### config.mk
export PLATFORM = sky130hd
export DESIGN_NAME = adc_chan_seq
export DESIGN_NICKNAME = d
export VERILOG_FILES = /design/src/rtl/adc_seq_pkg.sv /design/src/rtl/acs_scan_pick.sv /design/src/rtl/acs_sample_ctr.sv /design/src/rtl/adc_chan_seq.sv
export SDC_FILE = /design/constraint.sdc
export NUM_CORES = 1
export LEC_CHECK = 0
export ABC_AREA = 1
export BUFFER_PORTS_ARGS = -buffer_cell sky130_fd_sc_hd__buf_2
export CAP_MARGIN = 30
export CORE_ASPECT_RATIO = 0.9
export CORE_MARGIN = 3
export CORE_UTILIZATION = 42
export CTS_CLUSTER_DIAMETER = 30
export DETAILED_ROUTE_END_ITERATION = 8
export GPL_TIMING_DRIVEN = 0
export PLACE_DENSITY = 0.7
export SYNTH_ARGS = -nofsm -noshare
export SYNTH_HDL_FRONTEND = slang
export SYNTH_SLANG_ARGS = --single-unit
### constraint.sdc
create_clock -name clk -period 4.7 [get_ports clk]
set_clock_uncertainty 0.05 [all_clocks]
set_input_delay 0.705 -clock clk [delete_from_list [all_inputs] [get_ports clk]]
set_output_delay 0.705 -clock clk [all_outputs]
set_load 0.005 [all_outputs]
### src/rtl/adc_seq_pkg.sv
package adc_seq_pkg;
   typedef enum logic {
      PH_A = 1'b0,
      PH_B = 1'b1
   } phase_e;

   function automatic phase_e flip_phase(input phase_e p);
      return (p == PH_A) ? PH_B : PH_A;
   endfunction
endpackage

### src/rtl/acs_scan_pick.sv
module acs_scan_pick #(
   parameter int NUM_CH = 16,
   parameter int IDX_W  = 4
) (
   input  logic [NUM_CH-1:0] mask,
   input  logic [IDX_W-1:0]  start,
   output logic [IDX_W-1:0]  pick
);
   logic [NUM_CH-1:0] upper;

   for (genvar i = 0; i < NUM_CH; i++) begin : g_upper
      assign upper[i] = mask[i] && (IDX_W'(i) >= start);
   end

   function automatic logic [IDX_W-1:0] lowest(input logic [NUM_CH-1:0] v);
      logic [IDX_W-1:0] r;
      r = '0;
      for (int k = NUM_CH - 1; k >= 0; k--) begin
         if (v[k]) r = IDX_W'(k);
      end
      return r;
   endfunction

   // first enabled channel at or above start, else wrap to lowest, else 0
   always_comb begin
      if (|upper) pick = lowest(upper);
      else        pick = lowest(mask);
   end
endmodule

### src/rtl/acs_sample_ctr.sv
module acs_sample_ctr #(
   parameter int CNT_W = 4
) (
   input  logic             clk,
   input  logic             rst,
   input  logic             step,
   input  logic [CNT_W-1:0] limit,
   output logic             last
);
   logic [CNT_W-1:0] cnt_q;

   assign last = (cnt_q == limit);

   always_ff @(posedge clk) begin
      if (rst)       cnt_q <= '0;
      else if (step) cnt_q <= last ? '0 : cnt_q + CNT_W'(1);
   end
endmodule

### src/rtl/adc_chan_seq.sv
module adc_chan_seq
   import adc_seq_pkg::*;
#(
   parameter int NUM_CH = 16,
   parameter int CNT_W  = 4,
   localparam int IDX_W = $clog2(NUM_CH)
) (
   input  logic              clk,
   input  logic              rst,
   input  logic              conv_done,
   input  logic [IDX_W-1:0]  cfg_pos_a,
   input  logic              cfg_neg_a,
   input  logic [IDX_W-1:0]  cfg_pos_b,
   input  logic              cfg_neg_b,
   input  logic [NUM_CH-1:0] cfg_scan_mask,
   input  logic              cfg_alt_en,
   input  logic              cfg_scan_en,
   input  logic [CNT_W-1:0]  cfg_burst_len,
   output logic [IDX_W-1:0]  sel_pos,
   output logic              sel_neg,
   output logic              sel_set_b,
   output logic              irq_pulse
);
   if (NUM_CH < 2 || NUM_CH > 64) begin : g_bad_num_ch
      $error("adc_chan_seq: NUM_CH must be within 2..64");
   end
   if (CNT_W < 1 || CNT_W > 8) begin : g_bad_cnt_w
      $error("adc_chan_seq: CNT_W must be within 1..8");
   end

   localparam bit POW2 = (NUM_CH == (1 << IDX_W));

   // captured configuration
   logic [IDX_W-1:0]  pos_a_q, pos_b_q;
   logic              neg_a_q, neg_b_q, alt_q, scan_q;
   logic [NUM_CH-1:0] mask_q;
   logic [CNT_W-1:0]  len_q;

   phase_e            phase_q;
   logic [IDX_W-1:0]  ptr_q;
   logic [IDX_W-1:0]  ptr_next;
   logic [IDX_W-1:0]  scan_ch;
   logic [IDX_W-1:0]  a_pos;
   logic              irq_q;
   logic              last;
   logic              boundary;
   logic              load;

   acs_sample_ctr #(.CNT_W(CNT_W)) i_ctr (
      .clk   (clk),
      .rst   (rst),
      .step  (conv_done),
      .limit (len_q),
      .last  (last)
   );

   acs_scan_pick #(.NUM_CH(NUM_CH), .IDX_W(IDX_W)) i_pick (
      .mask  (mask_q),
      .start (ptr_q),
      .pick  (scan_ch)
   );

   assign boundary = conv_done & last;
   assign load     = rst | boundary;

   if (POW2) begin : g_ptr_wrap_free
      assign ptr_next = scan_ch + IDX_W'(1);
   end else begin : g_ptr_wrap_cmp
      assign ptr_next = (scan_ch == IDX_W'(NUM_CH - 1)) ? '0 : scan_ch + IDX_W'(1);
   end

   always_ff @(posedge clk) begin
      if (load) begin
         pos_a_q <= cfg_pos_a;
         neg_a_q <= cfg_neg_a;
         pos_b_q <= cfg_pos_b;
         neg_b_q <= cfg_neg_b;
         mask_q  <= cfg_scan_mask;
         alt_q   <= cfg_alt_en;
         scan_q  <= cfg_scan_en;
         len_q   <= cfg_burst_len;
      end
   end

   always_ff @(posedge clk) begin
      if (rst) begin
         phase_q <= PH_A;
         ptr_q   <= '0;
         irq_q   <= 1'b0;
      end else begin
         irq_q <= boundary;
         if (conv_done) begin
            if (last) begin
               phase_q <= PH_A;
               ptr_q   <= '0;
            end else begin
               if (alt_q) phase_q <= flip_phase(phase_q);
               if (phase_q == PH_A && scan_q) ptr_q <= ptr_next;
            end
         end
      end
   end

   assign a_pos     = scan_q ? scan_ch : pos_a_q;
   assign sel_pos   = (phase_q == PH_B) ? pos_b_q : a_pos;
   assign sel_neg   = (phase_q == PH_B) ? neg_b_q : neg_a_q;
   assign sel_set_b = (phase_q == PH_B);
   assign irq_pulse = irq_q;
endmodule

After elaboration in Yosys (flattened, before gate mapping)
Cells that the tools add are included.
{"block": "word_totals", "output_inout_bits": 7, "elab_cells": 98, "in_bits": 35, "reg_bits": 42}
{"block": "op_classes", "eq_ne": 1, "bitwise_logic": 3, "n_addsub": 2, "muxes": 42, "n_lt_le_gt_ge": 16, "reduce_logical": 22}
{"cell": "4-bit two-way mux", "count": 38}
{"cell": "4-bit >= comparator (first input constant)", "count": 8}
{"cell": "1-bit logical AND", "count": 17}
{"cell": "3-bit by 4-bit >= comparator with 1-bit output (first input constant)", "count": 4}
{"cell": "16-bit OR reduction", "count": 1}
{"cell": "4-bit by 1-bit adder with 4-bit output (second input constant)", "count": 2}
{"cell": "1-bit by 4-bit >= comparator with 1-bit output (first input constant)", "count": 2}
{"cell": "2-bit by 4-bit >= comparator with 1-bit output (first input constant)", "count": 2}
{"cell": "4-bit equality test", "count": 1}
{"cell": "1-bit two-way mux", "count": 4}
{"cell": "2-bit AND reduction", "count": 2}
{"cell": "2-bit nonzero test", "count": 2}
{"cell": "1-bit AND", "count": 1}
{"cell": "1-bit inverter", "count": 1}
{"cell": "1-bit bitwise OR", "count": 1}

Longest topological paths before layout
Gate-level depths: netlist (run 1).
{"block": "logic_depth", "depth_word": 22, "depth_mapped": 23, "depth_no_buf": 22}

By module
Synthesis (run 1) repeated with hierarchy kept, for this count alone.
{"block": "unflattened", "hier_cells": 261, "area_unflattened_um2": 2205.9}
{"mod": "adc_chan_seq", "cells_each": 88, "area_per_inst_um2": 1336.3, "instances": 1}
{"mod": "acs_scan_pick", "cells_each": 119, "area_per_inst_um2": 559.3, "instances": 1}
{"mod": "acs_sample_ctr", "cells_each": 54, "area_per_inst_um2": 310.3, "instances": 1}

Worst setup path after synthesis (run 1)
Ideal clock, no wire load.
{"block": "synth_timing", "path_kind": "flip-flop to flip-flop", "startpoint": "reg len_q[3]", "endpoint": "reg alt_q, enable pin", "setup_ns": 0.405, "path_stages_with_launch": 6, "arrival_time_ns": 2.281, "slack_ns": 1.964, "synth_period_minus_slack_ns": 2.736, "path_cell_list": "edfxtp_1 xor2_1 or4_1 nor2_1 or2_2 clkbuf_1"}
{"block": "synth_between", "elab_chain_cells": 3}
{"element": "start: declaration", "line_no": "adc_chan_seq.sv:37", "rtl": "logic [CNT_W-1:0] len_q;"}
{"element": "start signal: assignment", "line_no": "adc_chan_seq.sv:81", "rtl": "len_q <= cfg_burst_len;"}
{"element": "4-bit equality test", "line_no": "acs_sample_ctr.sv:12", "rtl": "assign last = (cnt_q == limit);"}
{"element": "1-bit AND", "line_no": "adc_chan_seq.sv:63", "rtl": "assign boundary = conv_done & last;"}
{"element": "1-bit bitwise OR", "line_no": "adc_chan_seq.sv:64", "rtl": "assign load = rst | boundary;"}
{"element": "net load", "line_no": "adc_chan_seq.sv:47", "rtl": "logic load;"}
{"element": "end signal: assignment", "line_no": "adc_chan_seq.sv:79", "rtl": "alt_q <= cfg_alt_en;"}
{"element": "end: declaration", "line_no": "adc_chan_seq.sv:35", "rtl": "logic neg_a_q, neg_b_q, alt_q, scan_q;"}
The timed path passes the listed nets, and every way through them passes these cells.
A chain may end at the register's enable or synchronous reset.

Final worst setup path (run 1)
{"block": "layout_timing", "startpoint": "reg ptr_q[2]", "endpoint": "out sel_pos[0]"}
{"block": "layout_between", "elab_chain_cells": 21, "elab_cells_between_ends": 52, "classes_between": "order compare: 16; mux: 19; reduce/logical: 17"}
{"element": "start: declaration", "line_no": "adc_chan_seq.sv:40", "rtl": "logic [IDX_W-1:0] ptr_q;"}
{"element": "start signal: assignment", "line_no": "adc_chan_seq.sv:98", "rtl": "if (phase_q == PH_A && scan_q) ptr_q <= ptr_next;"}
{"element": "4-bit >= comparator", "line_no": "acs_scan_pick.sv:12", "rtl": "assign upper[i] = mask[i] && (IDX_W'(i) >= start);"}
{"element": "1-bit logical AND", "line_no": "acs_scan_pick.sv:12"}
{"element": "4-bit two-way mux (16 in series)", "line_no": "acs_scan_pick.sv:19", "rtl": "if (v[k]) r = IDX_W'(k);"}
{"element": "4-bit two-way mux (*)", "line_no": "acs_scan_pick.sv:26", "rtl": "if (|upper) pick = lowest(upper);"}
{"element": "4-bit two-way mux (*)", "line_no": "adc_chan_seq.sv:104", "rtl": "assign a_pos = scan_q ? scan_ch : pos_a_q;"}
{"element": "4-bit two-way mux (*)", "line_no": "adc_chan_seq.sv:105", "rtl": "assign sel_pos = (phase_q == PH_B) ? pos_b_q : a_pos;"}
{"element": "end: declaration", "line_no": "adc_chan_seq.sv:19", "rtl": "output logic [IDX_W-1:0] sel_pos,"}
Mark *: on every way between the ends. The rest lies on a longest branch, timed or not.

==> flow_summary.ini, run 1 <==
[yosys]
synth_top_cell_area_share_pct = 45.7
synth_area_mm2 = 0.00210
synthCells = 235
synth_warnings = 0
ys_types = 28
yosysTopAreaCell = edfxtp_1
yosysSeqAreaShare_pct = 55.2
synth_nets = 272
avgSynthCellArea_um2 = 8.94
synth_top_cells_by_area = edfxtp_1 46%, dfxtp_1 9.5%, nand2_1 9.1%
ys_ff_latch = 42

[cells_and_area]
antenna_cells = 0
drive_above_1_share_pct = 22.6
final_common_cell = nand2_1
layout_common_cells = 51 x nand2_1, 40 x buf_2, 37 x inv_1
final_cell_count_no_fill = 345
area_growth_pct = 18.4
layout.nets = 319

[drt]
wirelength_um = 4030
ant_nets = 0
dr.pass1.iters = 4
vias_per_cell = 4.82
drc = 0
drt_iter0_drc = 109
wl_per_cell_um = 11.7
vias = 1663

[global_route]
grt_pass1_wl_um = 6700
grt_max_degree = 38
gr-total-overflow = 0
grt_use_total_pct = 14.7
antenna_found_initial = 0
grt_pass1_vias = 1540

[die]
dieArea_mm2 = 0.00589
die_w_um = 80.6
ios = 42
initial_core_util_pct = 45.4
core_mm2 = 0.00463
die_h_um = 73.1
rows = 23

[sta]
setup_violations = 0
drv_slew = 0
fin_tns_setup_ns = 0
relSlewSlack_pct = 42.2
timing_hold_violations_final = 0
min_period_ns = 3.20
period_share_pct = 68.2
fmax_mhz = 312
tightest_slew_ns = 0.867
fin_ws_ns = 1.50
rsz0062_at_grt = no

[place]
gp_congestion = 0.826
post-place-ws_ns = 1.83
portBuffers = 40
dp_cells = 337
detailed_place_hpwl_um = 3090

[power_and_ir_drop]
clock_power_share_pct = 32.9
switchingPower_mw = 0.199
intPower_mw = 0.602
sw_frac_of_total_pct = 24.8
power.density_mw_per_mm2 = 321
vdd_drop_max_uv = 202
p_leak_nw = 1.12
seq_power_share_pct = 54.8
combPwrFrac_pct = 12.4

[critical_path]
reg2reg_from = len_q[3]
regToRegSetupSlack_ns = 2.19
slowest_stage = dfxtp_1
startpoint = ptr_q[2]
worstSetupStartpointType = flip-flop
path_class = reg2out
cp_max_fo = 6
endpoint_kind = output port
max_stage_delay_ns = 0.49
r2r_end = mask_q[9]
crit_path_end = sel_pos[0]
crit_required_ns = 3.94
arrival_ns = 2.45
r2r_cells = 5
crit_chain = nand2_2 -> o21ai_1 -> nand2_1 -> nor2_2 -> inv_1 -> nor2_2 -> inv_2 -> nor4_4 -> nand3_1 -> nand2_1 -> nor2_1 -> o21ai_0 -> buf_2

[clocking]
cts_tree = done
clock-root-buffer = clkbuf_8
cts.repair.resized = 0
clock_latency_ns = 0.29
numClockSinks = 42
hold_buffers = 0
clk_pin_slew_ns = 0.08
post_cts_buffers = 0
cts_made_buffers = 5
cts_max_path_buffers = 2
h-tree-depth = 2

[outcome]
status = complete, no violations

[hold_path]
min_path_type = reg2reg

[run]
drv_cap = 0
-- layer usage --
layer	share of wire [%]	GRT usage, %	routed length [um]	vias up
met2	47	23.6	1890	31
met4	1.3	5.07	51	0
met1	48	19.7	1930	749
li1	-	-	-	879
met5	0	0	0	-
met3	3.7	3.46	151	4
-- per-stage QoR --
stage / hold slack, ns / util [%] / instance area [um2] / total power, mW
finish: 0.460 / 53.7 / 2490 / 0.800
floorplan: 0.415 / - / 2100 / 0.508
detailed placement: 0.453 / 51.4 / 2380 / 0.546
CTS: 0.465 / 53.7 / 2490 / 0.807
global route: 0.503 / 53.7 / 2490 / 0.839
global placement: 0.450 / 51.4 / 2380 / 0.543
-- how the worst min path moves through the flow --
stage | start | to | slack (ns) | cells after the start
finish | i_ctr.cnt_q[2] | i_ctr.cnt_q[2] | 0.46 | 2
CTS | i_ctr.cnt_q[2] | i_ctr.cnt_q[2] | 0.46 | 2
floorplan | ptr_q[0] | ptr_q[0] | 0.41 | 2
global route | i_ctr.cnt_q[2] | i_ctr.cnt_q[2] | 0.50 | 2
global placement | i_ctr.cnt_q[2] | i_ctr.cnt_q[2] | 0.45 | 2
detailed placement | i_ctr.cnt_q[2] | i_ctr.cnt_q[2] | 0.45 | 2
-- synth_stat cells, drive strengths merged --
master	count
buf	1
or2	2
nor2	21
nand3	17
ha	2
xor2	6
dfxtp	10
a211oi	1
or4	1
inv	38
clkbuf	2
nor4	3
o211ai	5
nor3	5
o21ai	15
nand2	54
edfxtp	32
a31oi	2
nand4	5
a21oi	11
and2	2
-- critical path, delay by kind of cell (launching register included) --
kind                   cells  cell delay [ns]
flip-flops                 1             0.49
AND/OR/NAND/NOR            8             1.08
AO/OA/AOI/OAI              2             0.35
buffers and inverters      3             0.24
-- flip-flops by register name, summed over array words and instances (netlist names) --
| register | flops |
|---|---|
| len_q | 4 |
| ptr_q | 4 |
| scan_q | 1 |
| neg_b_q | 1 |
| pos_b_q | 4 |
| alt_q | 1 |
| pos_a_q | 4 |
| mask_q | 16 |
| sel_set_b | 1 |
| neg_a_q | 1 |
| irq_pulse | 1 |
| i_ctr.cnt_q | 4 |
-- final cells by class --
cell class              count  area (um2)
plain buffers               3        20.0
clock buffers               6        93.8
clock inverters             2        13.8
fillers                   437        2140
inverters                  38         143
multi-input cells         152         779
flip-flops and latches     42        1160
well taps                  62        77.6
repair buffers             40         200
-- cells by family (layout without fill, tap and decap cells) --
| logic type | Yosys count | in the layout | synth area share (%) |
|---|---|---|---|
| AND/OR/NAND/NOR | 110 | 110 | 24.1 |
| flip-flops | 42 | 42 | 55.2 |
| buffers and inverters | 41 | 89 | 7.68 |
| AO/OA/AOI/OAI | 34 | 34 | 9.29 |
| XOR/XNOR | 6 | 6 | 2.50 |
| adder cells (fa/ha/maj) | 2 | 2 | 1.19 |
-- power by group through the flow --
stage / Sequential, mW / Clock [mW] / Combinational (mW)
CTS: 0.438 / 0.270 / 0.0993
global placement: 0.447 / 0 / 0.0966
detailed placement: 0.447 / 0 / 0.0989
finish: 0.438 / 0.263 / 0.0989
floorplan: 0.443 / 0 / 0.0653
global route: 0.441 / 0.283 / 0.115
No activity file was read; power rests on OpenSTA's default activity.
==> inputs of run 2 (changes only) <==
Clock period 4.7 ns to 2.95 ns, I/O delays scaled along.
==> flow_summary.ini, run 2 (synthesis gave the netlist of run 1 again) <==
[clocking]
cts_made_buffers = 5
h-tree-depth = 2
cts_max_path_buffers = 2
clock-root-buffer = clkbuf_8
clk_pin_slew_ns = 0.08
numClockSinks = 42
cts_tree = done
hold_buffers = 0
clock_latency_ns = 0.29

[global_route]
grt_max_degree = 38
gr-total-overflow = 0
grt_use_total_pct = 14.7
antenna_found_initial = 0
grt_pass1_vias = 1540
grt_pass1_wl_um = 6700

[place]
dp_cells = 337
detailed_place_hpwl_um = 3090
post-place-ws_ns = 0.343
portBuffers = 40
gp_congestion = 0.826

[outcome]
status = complete, no violations

[critical_path]
arrival_ns = 2.44
worstSetupStartpointType = flip-flop
path_class = reg2out
max_stage_delay_ns = 0.34
crit_chain = buf_8 -> nand2_8 -> o21ai_4 -> nand2_2 -> nor2_2 -> inv_2 -> nor2_4 -> inv_2 -> nor4_4 -> buf_4 -> o211ai_1 -> nand2_2 -> nor2_2 -> o21ai_1 -> buf_2
crit_required_ns = 2.46
endpoint_kind = output port
cp_max_fo = 5
slowest_stage = dfxtp_2

[cells_and_area]
final_common_cell = nand2_1
layout.nets = 328
layout_common_cells = 46 x nand2_1, 40 x buf_2, 33 x inv_1
area_growth_pct = 27.0
final_cell_count_no_fill = 354
drive_above_1_share_pct = 31.5
antenna_cells = 0
regMostFlops = mask_q
largest_register_ffs = 16

[drt]
ant_nets = 0
drt_iter0_drc = 92
drc = 0
wirelength_um = 4220
vias = 1719
dr.pass1.iters = 4
wl_per_cell_um = 11.9
vias_per_cell = 4.86

[sta]
fin_ws_ns = 0.0219
setup_violations = 0
rsz0062_at_grt = yes
tightest_slew_ns = 0.867
min_period_ns = 2.93
timing.hold.ws_ns = 0.269
relSlewSlack_pct = 42.2
fmax_mhz = 342
fin_tns_setup_ns = 0
timing_hold_violations_final = 0
drv_slew = 0
period_share_pct = 99.3

[die]
rows = 23
die_h_um = 73.1
core_mm2 = 0.00463
die_w_um = 80.6
dieArea_mm2 = 0.00589
initial_core_util_pct = 45.4
ios = 42

[power_and_ir_drop]
p_leak_nw = 1.21
power.density_mw_per_mm2 = 485
vdd_drop_max_uv = 320

[hold_path]
min_path_type = in2reg

[run]
drv_cap = 0
run 2: cell types whose count changed in the layout (fill, tap and decap cells not counted), sizes merged:
cell | previous run | this run
buf | 41 | 50
run 2: path summary, 6_finish.rpt:
path | to | cells after the start | start | slack, ns
max | sel_pos[2] | 15 | ptr_q[3] | 0.02
min | pos_b_q[0] | 1 | cfg_pos_b[0] | 0.27
max reg2reg | ptr_q[2] | 16 | ptr_q[3] | 0.44
min reg2reg | i_ctr.cnt_q[2] | 2 | i_ctr.cnt_q[2] | 0.46
run 2: final cells by class:
class	count	area (um2)
repair buffers	49	272
fillers	403	1960
clock inverters	2	13.8
well taps	62	77.6
inverters	38	148
multi-input cells	152	870
flip-flops and latches	42	1170
clock buffers	6	93.8
plain buffers	3	23.8
run 2: through the flow:
stage	total power [mW]	instance area [um2]	utilization, %
CTS	1.29	2490	53.7
floorplan	0.810	2100	-
global route	1.36	2670	57.6
global placement	0.865	2380	51.4
detailed placement	0.870	2380	51.4
finish	1.30	2670	57.6
run 2: critical path, delay by kind of cell (launching register included):
kind / cells / cell delay, ns
compound gates: 3 / 0.38
buf+inv: 5 / 0.55
flops: 1 / 0.34
simple gates: 7 / 0.88
run 2: power by group:
| group | switching, mW | internal, mW | leakage (nW) | total [mW] |
|---|---|---|---|---|
| Combinational | 0.104 | 0.0737 | 0.750 | 0.178 |
| Sequential | 0.0253 | 0.676 | 0.398 | 0.701 |
| Clock | 0.198 | 0.219 | 0.0567 | 0.417 |
| Total | 0.327 | 0.969 | 1.21 | 1.30 |
run 2: repair_timing:
item,CTS,global route
endpoints found under the setup margin,1,4
resized for setup,1,38
hold endpoints to repair,0,0
setup buffers,0,9
pin swaps,0,13
run 2: per-layer routing:
metal / vias up / share of wire [%] / GRT usage [%]
met3: 4 / 4.5 / 3.46
li1: 901 / - / -
met5: - / 0 / 0
met4: 0 / 0.88 / 5.07
met1: 780 / 46 / 19.7
met2: 34 / 49 / 23.6
==> inputs of run 3 (changes only) <==
Settings changed: CTS_BUF_LIST set to sky130_fd_sc_hd__clkbuf_2 sky130_fd_sc_hd__clkbuf_4 sky130_fd_sc_hd__clkbuf_8.
==> flow_summary.ini, run 3 (synthesis gave the netlist of run 1 again) <==
[global_route]
antenna_found_initial = 0
grt_pass1_wl_um = 6710
gr-total-overflow = 0
grt_max_degree = 38
grt_use_total_pct = 14.8
grt_pass1_vias = 1551

[critical_path]
cp_max_fo = 5
endpoint_kind = output port
max_stage_delay_ns = 0.34
slowest_stage = dfxtp_2
r2r_end = ptr_q[2]
worstSetupStartpointType = flip-flop
crit_required_ns = 2.46
crit_family = simple AND/OR/NAND/NOR gates
arrival_ns = 2.44
cp_num_buf_inv = 5
path_class = reg2out
regToRegSetupSlack_ns = 0.44
reg2reg_from = ptr_q[3]
r2r_cells = 16
crit_chain = buf_8 -> nand2_8 -> o21ai_4 -> nand2_2 -> nor2_2 -> inv_2 -> nor2_4 -> inv_2 -> nor4_4 -> buf_4 -> o211ai_1 -> nand2_2 -> nor2_2 -> o21ai_1 -> buf_2

[sta]
fin_ws_ns = 0.0187
period_share_pct = 99.4
relSlewSlack_pct = 42.9
rsz0062_at_grt = yes
timing.hold.ws_ns = 0.269
min_period_ns = 2.93
tightest_slew_ns = 0.856
fmax_mhz = 341
drv_slew = 0
timing_hold_violations_final = 0
setup_violations = 0
fin_tns_setup_ns = 0

[cells_and_area]
layout_common_cells = 46 x nand2_1, 40 x buf_2, 33 x inv_1
drive_above_1_share_pct = 31.5
multi_input_area_um2 = 870
antenna_cells = 0
final_common_cell = nand2_1
n_fill_cell = 402
area_growth_pct = 27.2
seq_area_mm2 = 0.00117
largest_register_ffs = 16
layout.nets = 328
regMostFlops = mask_q

[power_and_ir_drop]
power_mw = 1.33
switchingPower_mw = 0.326
p_leak_nw = 1.21
power.density_mw_per_mm2 = 497
combPwrFrac_pct = 13.4
clock_power_share_pct = 33.9
seq_power_share_pct = 52.8
intPower_mw = 1.00
sw_frac_of_total_pct = 24.5
vdd_drop_max_uv = 341

[clocking]
clk_pin_slew_ns = 0.08
clock_latency_ns = 0.29
cts_max_path_buffers = 2
clock-root-buffer = clkbuf_8
cts_made_buffers = 5
cts_tree = done
hold_buffers = 0
h-tree-depth = 2
numClockSinks = 42

[die]
ios = 42
initial_core_util_pct = 45.4
rows = 23
die_h_um = 73.1
die_w_um = 80.6
core_mm2 = 0.00463
dieArea_mm2 = 0.00589

[drt]
wl_per_cell_um = 12.0
ant_nets = 0
drt_iter0_drc = 105
dr.pass1.iters = 4
vias = 1728
vias_per_cell = 4.88
wirelength_um = 4230
drc = 0

[hold_path]
min_from = cfg_pos_b[0]
min_path_cells = 1
min_path_type = in2reg
min_delay_worst_endpoint = pos_b_q[0]

[place]
portBuffers = 40
gp_congestion = 0.826
post-place-ws_ns = 0.343
detailed_place_hpwl_um = 3090

[outcome]
status = complete, no violations

[run]
drv_cap = 0
[run 3: cell count changes in the layout (fill, tap and decap cells not counted), sizes merged]
cell | before | now
bufinv | 0 | 1
clkbuf | 8 | 7
[run 3: worst max path at each step]
stage	start	endpoint	slack, ns	cells after the start
after floorplan	len_q[3]	alt_q	0.21	5
after global placement	len_q[3]	mask_q[15]	-0.21	5
after detailed placement	ptr_q[2]	sel_pos[0]	0.34	13
after CTS	ptr_q[1]	sel_pos[0]	0.05	12
after global routing	ptr_q[3]	sel_pos[2]	-0.13	15
final	ptr_q[3]	sel_pos[2]	0.02	15
[run 3: per-layer routing]
layer  vias up  part of all wire [%]  global-route usage [%]
met5         -                     0                       0
met4         0                  0.87                    5.07
met3         4                   5.2                    3.46
met2        37                    49                    23.7
met1       787                    45                    19.7
li1        900                     -                       -
[run 3: worst reg2reg max path, cell delays in order, from the launching register on]
cell	delay [ns]
dfxtp_2	0.34
buf_8	0.14
nand2_8	0.07
o21ai_4	0.18
nand2_2	0.07
nor2_2	0.14
inv_2	0.06
nor2_4	0.10
inv_2	0.05
nor4_4	0.33
nand4_1	0.19
nand2_2	0.14
buf_4	0.12
ha_1	0.15
xor2_1	0.14
nand2_1	0.06
a21oi_1	0.12
[run 3: what timing repair did]
item	4_1_cts	5_1_grt
gates resized for setup	1	38
buffers inserted	0	9
cloned	0	0
pin swaps	0	13
setup endpoints to repair	1	4
[run 3: metrics by stage]
step | instance area, um2 | utilization, % | instances
2_1_floorplan | 2100 | - | 235
3_3_place_gp | 2380 | 51.4 | 337
3_5_place_dp | 2380 | 51.4 | 337
4_1_cts | 2490 | 53.8 | 345
5_1_grt | 2670 | 57.7 | 354
6_report | 2670 | 57.7 | 354
[run 3: power groups by stage]
stage	clock network [mW]	logic [mW]	registers, mW
floorplan	0	0.104	0.706
global placement	0	0.154	0.711
detailed placement	0	0.158	0.712
CTS	0.462	0.158	0.699
global route	0.488	0.204	0.705
finish	0.450	0.178	0.701
[run 3: cell type report]
class / instances / share of cell area, %
timing repair buffer: 49 / 10.2
sequential: 42 / 43.8
clock inverter: 3 / 1.64
inverter: 38 / 5.52
clock buffer: 5 / 2.57
multi-input combinational: 152 / 32.5
tap: 62 / 2.90
buffer: 3 / 0.889
